File: src/rtl/mstk_pkg.sv
package mstk_pkg;
  typedef enum logic [1:0] {
    MC_IDLE = 2'b00,
    MC_PUSH = 2'b01,
    MC_ELSE = 2'b10,
    MC_POP  = 2'b11
  } mstk_cmd_e;
endpackage

File: src/rtl/mstk_store.sv
module mstk_store #(
  parameter int LANES = 16,
  parameter int DEPTH = 8,
  localparam int IDX_W = (DEPTH > 1) ? $clog2(DEPTH) : 1
) (
  input  logic             clk,
  input  logic             wr_en,
  input  logic [IDX_W-1:0] wr_idx,
  input  logic [LANES-1:0] wr_mask,
  input  logic [IDX_W-1:0] rd_idx,
  output logic [LANES-1:0] rd_mask
);
  logic [LANES-1:0] slot [DEPTH];

  for (genvar e = 0; e < DEPTH; e++) begin : g_slot
    always_ff @(posedge clk) begin
      if (wr_en && (wr_idx == IDX_W'(e))) slot[e] <= wr_mask;
    end
  end

  always_comb begin
    rd_mask = '1;
    for (int e = 0; e < DEPTH; e++) begin
      if (rd_idx == IDX_W'(e)) rd_mask = slot[e];
    end
  end
endmodule

File: src/rtl/mstk_ctrl.sv
module mstk_ctrl
  import mstk_pkg::*;
#(
  parameter int DEPTH = 8,
  localparam int PTR_W = $clog2(DEPTH + 1)
) (
  input  logic             clk,
  input  logic             rst,
  input  logic [1:0]       cmd,
  output logic             do_push,
  output logic             do_else,
  output logic             do_pop,
  output logic             ovf_evt,
  output logic             unf_evt,
  output logic [PTR_W-1:0] depth,
  output logic             overflow,
  output logic             underflow
);
  mstk_cmd_e op;
  logic      full, empty;

  assign op    = mstk_cmd_e'(cmd);
  assign full  = (depth == PTR_W'(DEPTH));
  assign empty = (depth == '0);

  assign do_push = (op == MC_PUSH) && !full;
  assign do_else = (op == MC_ELSE) && !empty;
  assign do_pop  = (op == MC_POP)  && !empty;
  assign ovf_evt = (op == MC_PUSH) && full;
  assign unf_evt = ((op == MC_ELSE) || (op == MC_POP)) && empty;

  always_ff @(posedge clk) begin
    if (rst) begin
      depth     <= '0;
      overflow  <= 1'b0;
      underflow <= 1'b0;
    end else begin
      if (do_push)      depth <= depth + PTR_W'(1);
      else if (do_pop)  depth <= depth - PTR_W'(1);
      if (ovf_evt) overflow  <= 1'b1;
      if (unf_evt) underflow <= 1'b1;
    end
  end
endmodule

File: src/rtl/mstk_blend.sv
module mstk_blend #(
  parameter int LANES  = 16,
  parameter int DATA_W = 32
) (
  input  logic [LANES-1:0]        lane_en,
  input  logic [LANES*DATA_W-1:0] new_val,
  input  logic [LANES*DATA_W-1:0] old_val,
  output logic [LANES*DATA_W-1:0] out_val
);
  for (genvar l = 0; l < LANES; l++) begin : g_lane
    assign out_val[l*DATA_W +: DATA_W] =
      lane_en[l] ? new_val[l*DATA_W +: DATA_W] : old_val[l*DATA_W +: DATA_W];
  end
endmodule

File: src/rtl/simt_mask_stack.sv
module simt_mask_stack #(
  parameter int LANES  = 16,
  parameter int DEPTH  = 8,
  parameter int DATA_W = 32,
  localparam int PTR_W = $clog2(DEPTH + 1),
  localparam int IDX_W = (DEPTH > 1) ? $clog2(DEPTH) : 1
) (
  input  logic                    clk,
  input  logic                    rst,
  input  logic [1:0]              cmd_i,
  input  logic [LANES-1:0]        cond_i,
  input  logic [LANES*DATA_W-1:0] wb_new_i,
  input  logic [LANES*DATA_W-1:0] wb_old_i,
  output logic [LANES-1:0]        active_mask_o,
  output logic [PTR_W-1:0]        depth_o,
  output logic                    cond_none_o,
  output logic                    else_empty_o,
  output logic                    overflow_o,
  output logic                    underflow_o,
  output logic [LANES*DATA_W-1:0] wb_data_o
);
  // Mask arithmetic kept in functions so it reads as the rule it implements.
  function automatic logic [LANES-1:0] enter_region(logic [LANES-1:0] cond,
                                                    logic [LANES-1:0] cur);
    return cond & cur;
  endfunction

  function automatic logic [LANES-1:0] flip_region(logic [LANES-1:0] region,
                                                   logic [LANES-1:0] parent);
    return ~region & parent;
  endfunction

  // Named internal events, also observed by the checker.
  logic             do_push, do_else, do_pop, ovf_evt, unf_evt;
  logic [LANES-1:0] parent_mask;
  logic [LANES-1:0] next_mask;
  logic [PTR_W-1:0] below_top;
  logic [IDX_W-1:0] wr_idx, rd_idx;

  mstk_ctrl #(.DEPTH(DEPTH)) u_ctrl (
    .clk(clk), .rst(rst), .cmd(cmd_i),
    .do_push(do_push), .do_else(do_else), .do_pop(do_pop),
    .ovf_evt(ovf_evt), .unf_evt(unf_evt),
    .depth(depth_o), .overflow(overflow_o), .underflow(underflow_o)
  );

  assign below_top = depth_o - PTR_W'(1);
  assign wr_idx    = IDX_W'(depth_o);
  assign rd_idx    = IDX_W'(below_top);

  mstk_store #(.LANES(LANES), .DEPTH(DEPTH)) u_store (
    .clk(clk), .wr_en(do_push), .wr_idx(wr_idx), .wr_mask(active_mask_o),
    .rd_idx(rd_idx), .rd_mask(parent_mask)
  );

  always_comb begin
    next_mask = active_mask_o;
    if (do_push)      next_mask = enter_region(cond_i, active_mask_o);
    else if (do_else) next_mask = flip_region(active_mask_o, parent_mask);
    else if (do_pop)  next_mask = parent_mask;
  end

  always_ff @(posedge clk) begin
    if (rst) begin
      active_mask_o <= '1;
      cond_none_o   <= 1'b0;
      else_empty_o  <= 1'b0;
    end else begin
      active_mask_o <= next_mask;
      cond_none_o   <= do_push && (next_mask == '0);
      else_empty_o  <= do_else && (next_mask == '0);
    end
  end

  mstk_blend #(.LANES(LANES), .DATA_W(DATA_W)) u_blend (
    .lane_en(active_mask_o), .new_val(wb_new_i), .old_val(wb_old_i),
    .out_val(wb_data_o)
  );
endmodule

File: config.mk
export PLATFORM = sky130hd
export DESIGN_NAME = simt_mask_stack
export DESIGN_NICKNAME = d
export VERILOG_FILES = /design/src/rtl/mstk_pkg.sv /design/src/rtl/mstk_store.sv /design/src/rtl/mstk_ctrl.sv /design/src/rtl/mstk_blend.sv /design/src/rtl/simt_mask_stack.sv
export SDC_FILE = /design/constraint.sdc
export NUM_CORES = 1
export LEC_CHECK = 0
export BUFFER_PORTS_ARGS = -buffer_cell sky130_fd_sc_hd__buf_4
export CAP_MARGIN = 20
export CORE_AREA = 2 2 620 622
export DETAILED_ROUTE_END_ITERATION = 10
export DIE_AREA = 0 0 622 624
export GPL_TIMING_DRIVEN = 1
export MAX_ROUTING_LAYER = met4
export PLACE_DENSITY = 0.3
export SETUP_SLACK_MARGIN = 0.5
export SLEW_MARGIN = 5
export SYNTH_ARGS = -nofsm -noshare
export SYNTH_HDL_FRONTEND = slang
export SYNTH_HIERARCHICAL = 1
export SYNTH_SLANG_ARGS = --single-unit
File: constraint.sdc
create_clock -name clk -period 3.7 [get_ports clk]
set_input_delay 0.74 -clock clk [delete_from_list [all_inputs] [get_ports clk]]
set_output_delay 0.74 -clock clk [all_outputs]
set_load 0.02 [all_outputs]
==> impl_metrics.json, run 1 <==
{
  "first_pass_iters": 5,
  "path_clk_slew_ns": 0.07,
  "root_buffer": "clkbuf_16",
  "wirelength_mm": 248,
  "grt_max_degree": 42,
  "power.density_mw_per_mm2": 444,
  "wl_met2_mm": 115,
  "regArea_sq_mm": 0.00437,
  "syn2layout_area_growth_pct": 133,
  "grt_overflow": 0,
  "grt_pass1_wl_mm": 284,
  "hpwl_mm": 234,
  "vias": 16927,
  "wl_met1_mm": 89.8,
  "swShare": 0.447,
  "internal_power_uw": 8060,
  "holdCritPathClass": "register to register",
  "endpoint": "wb_data_o[278]",
  "fillCellCount": 44509,
  "antenna_found_initial": 376,
  "cts_buffers": 17,
  "cts_tree": "yes",
  "critPathKind": "register to output pin",
  "drt-initial-drc-count": 820,
  "rr_endpoint": "cond_none_o",
  "grt_pass1_vias": 16675,
  "finalSetupViolations": 0,
  "final_max_slew_viol_count": 0,
  "maxCapViolCount": 0,
  "critPathLaunch": "active_mask_o[8]",
  "core_sq_mm": 0.381,
  "finalCritPeriodShare": 0.807,
  "postSynthCellCount": 983,
  "r2r_cells": 13,
  "power_frac_clock": 0.119,
  "via_per_inst": 2.18,
  "max_freq_mhz": 335,
  "cts-htree-levels": 4,
  "pwr-share-seq": 0.199,
  "clk_latency_ns": 0.43,
  "yosys_warnings": 6,
  "postRouteAntennaNets": 0,
  "dr_wl_met3_mm": 36.0,
  "p_leak_uw": 0.0136,
  "worstPathRequired_ns": 2.96,
  "top_layer_used": "met4",
  "syn-cell-area_sq_mm": 0.0141,
  "rsz0062_at_grt": "no",
  "critPathCaptureType": "output pin",
  "finalSetupTns_ns": 0,
  "min_period_ns": 2.99,
  "post_drt_wl_per_cell_um": 31.9,
  "place_area_sq_mm": 0.0318,
  "syn_nets": 2031,
  "drcViolationCount": 0,
  "worstSetupStartpointType": "register",
  "finClkSkew_ns": 0.0122,
  "row_count": 227,
  "cts_sinks": 152,
  "r2r_slack_ns": 0.75,
  "max_slew_margin": 0.256,
  "ios": 1580,
  "final_area_sq_mm": 0.0328,
  "reg2reg_from": "u_ctrl/depth[1]",
  "hold_violations": 0,
  "track_usage": 0.125,
  "chipHeight_um": 624,
  "ir_worst_vdd_uv": 258,
  "ctsLongestPathBuffers": 2,
  "critPathMaxFanout": 25,
  "portBuffers": 1579,
  "fp.dieW_um": 622,
  "dieArea_sq_mm": 0.388,
  "worst_pin_slew_ns": 1.12,
  "cp.arrival_ns": 2.25,
  "hold_buffers": 0,
  "fin_nets": 3587,
  "p_switching_uw": 6530,
  "comb_power_share": 0.681,
  "drive_gt1_frac": 0.870,
  "floorplan.initialDensity": 0.0369,
  "finalWeightedCongestion": 1.11,
  "avgSynthCellArea_sq_um": 14.3,
  "multiInputGateArea_sq_mm": 0.00886,
  "outcome": "completed"
}
-- how the worst min path moves through the flow --
| stage | startpoint | endpoint | slack (ns) | cells past startpoint |
|---|---|---|---|---|
| after CTS | u_ctrl/underflow | u_ctrl/underflow | 0.49 | 1 |
| final | u_ctrl/underflow | u_ctrl/underflow | 0.49 | 1 |
| after floorplan | u_ctrl/overflow | u_ctrl/overflow | 0.58 | 2 |
| after global routing | u_ctrl/underflow | u_ctrl/underflow | 0.51 | 1 |
| after global placement | u_ctrl/underflow | u_ctrl/underflow | 0.48 | 1 |
| after detailed placement | u_ctrl/underflow | u_ctrl/underflow | 0.48 | 1 |
-- cell usage in the layout, fill, tap and decap left out, types with 10 or more instances in the layout --
master        n
mux4_1       20
nand2b_1     20
mux2_4      254
mux2i_1      21
clkbuf_16    17
edfxtp_1    128
mux2_2      275
o21ai_0      10
nand2_1      20
buf_4      1614
nand3_1      13
diode_2     164
nor2_1       15
-- final cells by class --
class                      count  area share
inverter                       8     0.00103
timing repair inverter         1    0.000152
sequential                   152       0.133
multi-input combinational    737       0.270
timing repair buffer        1622       0.374
clock buffer                  18      0.0131
tap                         5038       0.192
clock inverter                14     0.00446
antenna                      164      0.0125
-- state kept, by name, indices dropped and copies added, names as in the netlist --
signal / count
u_ctrl/overflow: 1
active_mask_o: 16
u_ctrl/depth: 4
cond_none_o: 1
u_ctrl/underflow: 1
else_empty_o: 1
u_store/slot: 128
-- worst max-delay path: stages, from the launching register on --
cell and delay (ns):
dfxtp_2 0.78, buf_4 0.41, mux2_2 0.41, buf_4 0.17
-- timing repair --
action,4_1_cts,5_1_grt
gates resized for setup,1,7
endpoints found under the setup margin,2,2
cloned,0,1
buffers inserted,0,1
-- power groups by stage --
| stage | clock network (uW) | logic (uW) | registers (uW) |
|---|---|---|---|
| floorplan | 0 | 6010 | 2430 |
| global placement | 0 | 10000 | 2990 |
| detailed placement | 0 | 10000 | 3000 |
| CTS | 1800 | 10100 | 2960 |
| global route | 1860 | 10400 | 2990 |
| finish | 1740 | 9940 | 2900 |
-- through the flow --
step | worst slack (ns) | utilization | cells | power [uW] | hold slack (ns)
after floorplan | 0.647 | - | 983 | 8440 | 0.582
after global placement | 0.442 | 0.0834 | 7556 | 13000 | 0.476
after detailed placement | 0.467 | 0.0834 | 7556 | 13000 | 0.479
after CTS | 0.536 | 0.0849 | 7588 | 14800 | 0.495
after global routing | 0.513 | 0.0860 | 7744 | 15200 | 0.509
final | 0.714 | 0.0861 | 7754 | 14600 | 0.487
-- layer usage --
| layer | track usage | up-vias |
|---|---|---|
| met2 | 0.203 | 1306 |
| li1 | - | 7174 |
| met3 | 0.0844 | 386 |
| met4 | 0.0239 | 0 |
| met1 | 0.125 | 8061 |
| met5 | - | - |
Note: power is estimated with default switching activity, not from simulation.
==> run 2: changes to the inputs <==
- CORE_AREA: 2 2 620 622 -> 2 2 611 613
- DIE_AREA: 0 0 622 624 -> 0 0 613 615
- clock period: 3.7 -> 2.66 ns (I/O delays scaled with it)
==> impl_metrics.json, run 2 (same netlist as run 1, synthesis figures left out) <==
{
  "min_period_ns": 2.63,
  "holdWs_ns": 0.480,
  "dieArea_sq_mm": 0.377,
  "cp_slowest_cell": "dfxtp_4",
  "drt-initial-drc-count": 812,
  "chipHeight_um": 615,
  "postRouteAntennaNets": 0,
  "finalWeightedCongestion": 1.17,
  "fillCellCount": 42800,
  "layout_common_cells": "buf_4, mux2_4, buf_6",
  "finalCritPeriodShare": 0.987,
  "hpwl_mm": 205,
  "row_count": 224,
  "final_max_slew_viol_count": 0,
  "grt_pass1_wl_mm": 267,
  "grt_overflow": 0,
  "critical_path.max_stage_delay_ns": 0.37,
  "critPathLaunch": "u_ctrl/depth[1]",
  "final_area_sq_mm": 0.0380,
  "reg2reg_from": "u_ctrl/depth[1]",
  "reg.largest.list": "u_store/slot (128), active_mask_o (16), u_ctrl/depth (4)",
  "finClkSkew_ns": 0.0114,
  "outcome": "completed",
  "drive_gt1_frac": 0.895,
  "finalSetupTns_ns": 0,
  "worstHoldStart": "cond_i[5]",
  "cts_sinks": 152,
  "critPathCaptureType": "register",
  "ios": 1580,
  "grt_max_degree": 45,
  "post-place-ws_ns": -0.220,
  "worst_pin_slew_ns": 0.570,
  "grt_pass1_vias": 17695,
  "cts-htree-levels": 4,
  "holdCritPathClass": "input pin to register",
  "fin_cells": 7847,
  "post_drt_wl_per_cell_um": 29.4,
  "path_clk_slew_ns": 0.07,
  "clk_latency_ns": 0.43,
  "crit_path_cell_trace": "inv_2 -> ha_4 -> inv_6 -> buf_12 -> mux4_2 -> mux2_4 -> mux2i_1 -> o221ai_2 -> nor4_2 -> buf_4 -> nand4_1 -> nor3_2",
  "maxCapViolCount": 0,
  "cts_tree": "yes",
  "max_freq_mhz": 381,
  "vias": 17281,
  "critPathMaxFanout": 7,
  "fin_nets": 3768,
  "track_usage": 0.119,
  "power.density_mw_per_mm2": 688,
  "hold_violations": 0,
  "worstSetupStartpointType": "register",
  "layout_commonest_cell": "buf_4",
  "fp.dieW_um": 613,
  "regMostFlops": "u_store/slot",
  "core_sq_mm": 0.371,
  "wirelength_mm": 231,
  "cts_buffers": 17,
  "floorplan.initialDensity": 0.0380,
  "crit_buf_inv": 4,
  "place_area_sq_mm": 0.0324,
  "rsz0062_at_grt": "yes",
  "max_slew_margin": 0.620,
  "drcViolationCount": 0,
  "crit_family": "multiplexers",
  "critPathKind": "register to register",
  "p_leak_uw": 0.0166,
  "ctsLongestPathBuffers": 2,
  "hold_buffers": 0,
  "syn2layout_area_growth_pct": 170,
  "ir_worst_vdd_uv": 368,
  "placed_cells": 7539,
  "antenna_found_initial": 272,
  "timing.final.ws_setup_ns": 0.0335,
  "largest_reg_flops": 128,
  "cp.arrival_ns": 2.98,
  "via_per_inst": 2.20,
  "portBuffers": 1579,
  "worstPathRequired_ns": 3.01,
  "finalSetupViolations": 0,
  "root_buffer": "clkbuf_16",
  "first_pass_iters": 5
}
run 2: changes by cell type in the layout (fill, tap and decap cells not counted), sizes merged:
cell	previous run	this run
bufinv	2	5
buf	1622	1797
clkinv	3	2
diode	164	142
inv	11	10
clkbuf	18	28
clkinvlp	7	2
run 2: path summary, 6_finish.rpt:
kind	depth (start not counted)	slack [ns]	endpoint
worst max-delay path	12	0.03	cond_none_o
worst min-delay path	4	0.48	active_mask_o[5]
worst max register to register	12	0.03	cond_none_o
worst min register to register	1	0.50	u_ctrl/underflow
run 2: worst min-delay path, cell delays in order:
cell,delay [ns]
buf_4,0.09
nand3_1,0.07
o221ai_1,0.08
or2_1,0.10
run 2: metal layers:
layer	share of wire	track usage	routed length, um
met1	0.36	0.122	82800
met2	0.48	0.196	110000
met3	0.13	0.0646	29900
met4	0.036	0.0342	8340
met5	0	-	0
run 2: repair_timing:
item,CTS,global route
gates resized for setup,493,235
hold endpoints to repair,0,0
buffers inserted,89,16
pin swaps,14,9
cloned,21,8
setup endpoints to repair,516,493
run 2: layout make-up:
class,instances,area [sq um],share of cell area
repair buffers,1804,16600,0.438
multi-input cells,737,9700,0.255
well taps,4972,6220,0.164
flip-flops and latches,152,4390,0.115
clock buffers,21,460,0.0121
diodes,142,355,0.00935
clock inverters,11,193,0.00507
inverters,8,37.5,0.000988
run 2: stage by stage:
step	utilization	total power, uW
floorplan	-	11900
global placement	0.0873	19000
detailed placement	0.0873	18900
CTS	0.0983	25500
global route	0.102	27300
finish	0.102	26100
run 2: power breakdown:
part	total [uW]	internal, uW	switching, uW
clock network	2710	1720	989
logic	20200	10800	9420
registers	3270	3020	245
total	26100	15500	10700
==> run 3: changes to the inputs <==
- CELL_PAD_IN_SITES_DETAIL_PLACEMENT: default -> 1
- CELL_PAD_IN_SITES_GLOBAL_PLACEMENT: default -> 2
- CORE_AREA: 2 2 611 613 -> 2 2 607 609
- DIE_AREA: 0 0 613 615 -> 0 0 609 611
==> impl_metrics.json, run 3 (same netlist as run 1, synthesis figures left out) <==
{
  "critPathCaptureType": "register",
  "core_sq_mm": 0.365,
  "whs_path_depth": 2,
  "ctsLongestPathBuffers": 2,
  "critical_path.max_stage_delay_ns": 0.56,
  "track_usage": 0.127,
  "maxCapViolCount": 0,
  "postRouteAntennaNets": 0,
  "ios": 1580,
  "clk_latency_ns": 0.45,
  "regMostFlops": "u_store/slot",
  "p_switching_uw": 11300,
  "hold_violations": 0,
  "first_pass_iters": 4,
  "portBuffers": 1579,
  "reg.largest.list": "u_store/slot (128), active_mask_o (16), u_ctrl/depth (4)",
  "max_freq_mhz": 385,
  "post_drt_wl_per_cell_um": 31.7,
  "final_max_slew_viol_count": 0,
  "fin_util": 0.106,
  "chipHeight_um": 611,
  "crit_path_cell_trace": "inv_4 -> buf_12 -> mux4_1 -> mux2_2 -> mux2i_1 -> o221ai_2 -> nor4_2 -> buf_4 -> nand4_1 -> nor3_2",
  "worst_pin_slew_ns": 0.535,
  "finalCritPeriodShare": 0.975,
  "cts_buffers": 17,
  "post-place-ws_ns": -0.265,
  "drive_gt1_frac": 0.896,
  "worstPathRequired_ns": 3.03,
  "antenna_found_initial": 215,
  "via_per_inst": 2.24,
  "syn2layout_area_growth_pct": 174,
  "timing.final.ws_setup_ns": 0.0654,
  "fin_nets": 3816,
  "floorplan.initialDensity": 0.0386,
  "drt-initial-drc-count": 615,
  "hpwl_mm": 217,
  "hold_buffers": 0,
  "cp_slowest_cell": "mux4_1",
  "layout_commonest_cell": "buf_4",
  "largest_reg_flops": 128,
  "worstSetupStartpointType": "register",
  "root_buffer": "clkbuf_16",
  "power.density_mw_per_mm2": 701,
  "rsz0062_at_grt": "yes",
  "vias": 17309,
  "finalSetupViolations": 0,
  "p_leak_uw": 0.0170,
  "r2r_cells": 10,
  "dieArea_sq_mm": 0.372,
  "outcome": "completed",
  "grt_max_degree": 45,
  "power_frac_clock": 0.097,
  "internal_power_uw": 15800,
  "comb_power_share": 0.777,
  "wirelength_mm": 245,
  "holdCritPathClass": "input pin to register",
  "critPathMaxFanout": 11,
  "grt_pass1_vias": 17998,
  "layout_common_cells": "buf_4, mux2_4, buf_6",
  "row_count": 222,
  "critPathKind": "register to register",
  "finalWeightedCongestion": 1.01,
  "grt_pass1_wl_mm": 280,
  "swShare": 0.415,
  "cp.arrival_ns": 2.97,
  "cts_sinks": 152,
  "cts_tree": "yes",
  "finClkSkew_ns": 0.0112,
  "max_slew_margin": 0.642,
  "fp.dieW_um": 609,
  "grt_overflow": 0,
  "min_period_ns": 2.59,
  "pwr-share-seq": 0.125,
  "path_clk_slew_ns": 0.07,
  "drcViolationCount": 0,
  "ir_worst_vdd_uv": 398,
  "cts-htree-levels": 4
}
## run 3: power by group through the flow
| stage | registers (uW) | clock network (uW) | logic (uW) |
|---|---|---|---|
| global route | 3450 | 2820 | 22100 |
| global placement | 3980 | 0 | 15600 |
| CTS | 3370 | 2740 | 19300 |
| floorplan | 3410 | 0 | 8520 |
| detailed placement | 3990 | 0 | 15500 |
| finish | 3400 | 2630 | 21100 |
## run 3: routing by layer
| metal | wire length [um] | global-route usage | up-vias |
|---|---|---|---|
| li1 | - | - | 7566 |
| met1 | 89900 | 0.129 | 8491 |
| met2 | 121000 | 0.217 | 981 |
| met3 | 26900 | 0.0633 | 271 |
| met4 | 7480 | 0.0285 | 0 |
| met5 | 0 | - | - |
## run 3: worst max-delay path, delay by kind of cell, from the launching register on
family / cells / cell delay, ns
AO/OA/AOI/OAI: 1 / 0.14
buffers and inverters: 3 / 0.39
flip-flops: 1 / 0.36
multiplexers: 3 / 1.03
AND/OR/NAND/NOR: 3 / 0.59
## run 3: final cells by class
cell class,instances,area (sq um)
diodes,132,330
clock buffers,19,443
clock inverters,13,178
fillers,42785,326000
inverters,8,43.8
multi-input cells,737,9870
flip-flops and latches,152,4390
well taps,4816,6030
repair buffers,1852,17400
## run 3: timing repair
action / CTS / global route
gates cloned: 22 / 23
endpoints found under the setup margin: 669 / 606
gates resized for setup: 354 / 398
pin swaps: 16 / 27
hold endpoints to repair: 0 / 0
buffers inserted: 84 / 47
## run 3: through the flow
stage | instances | TNS [ns] | power [uW] | instance area (sq um) | hold slack [ns]
floorplan | 983 | 0 | 11900 | 14200 | 0.578
CTS | 7527 | 0 | 25400 | 35800 | 0.440
global route | 7712 | -0.283 | 28400 | 38600 | 0.479
finish | 7729 | 0 | 27100 | 38600 | 0.476
global placement | 7389 | -0.777 | 19600 | 32300 | 0.479
detailed placement | 7389 | -0.719 | 19500 | 32300 | 0.478
## run 3: final timing paths
check | from | endpoint | slack (ns)
max | u_ctrl/depth[0] | else_empty_o | 0.07
min | rst | u_ctrl/overflow | 0.48
max reg2reg | u_ctrl/depth[0] | else_empty_o | 0.07
min reg2reg | u_ctrl/overflow | u_ctrl/overflow | 0.50
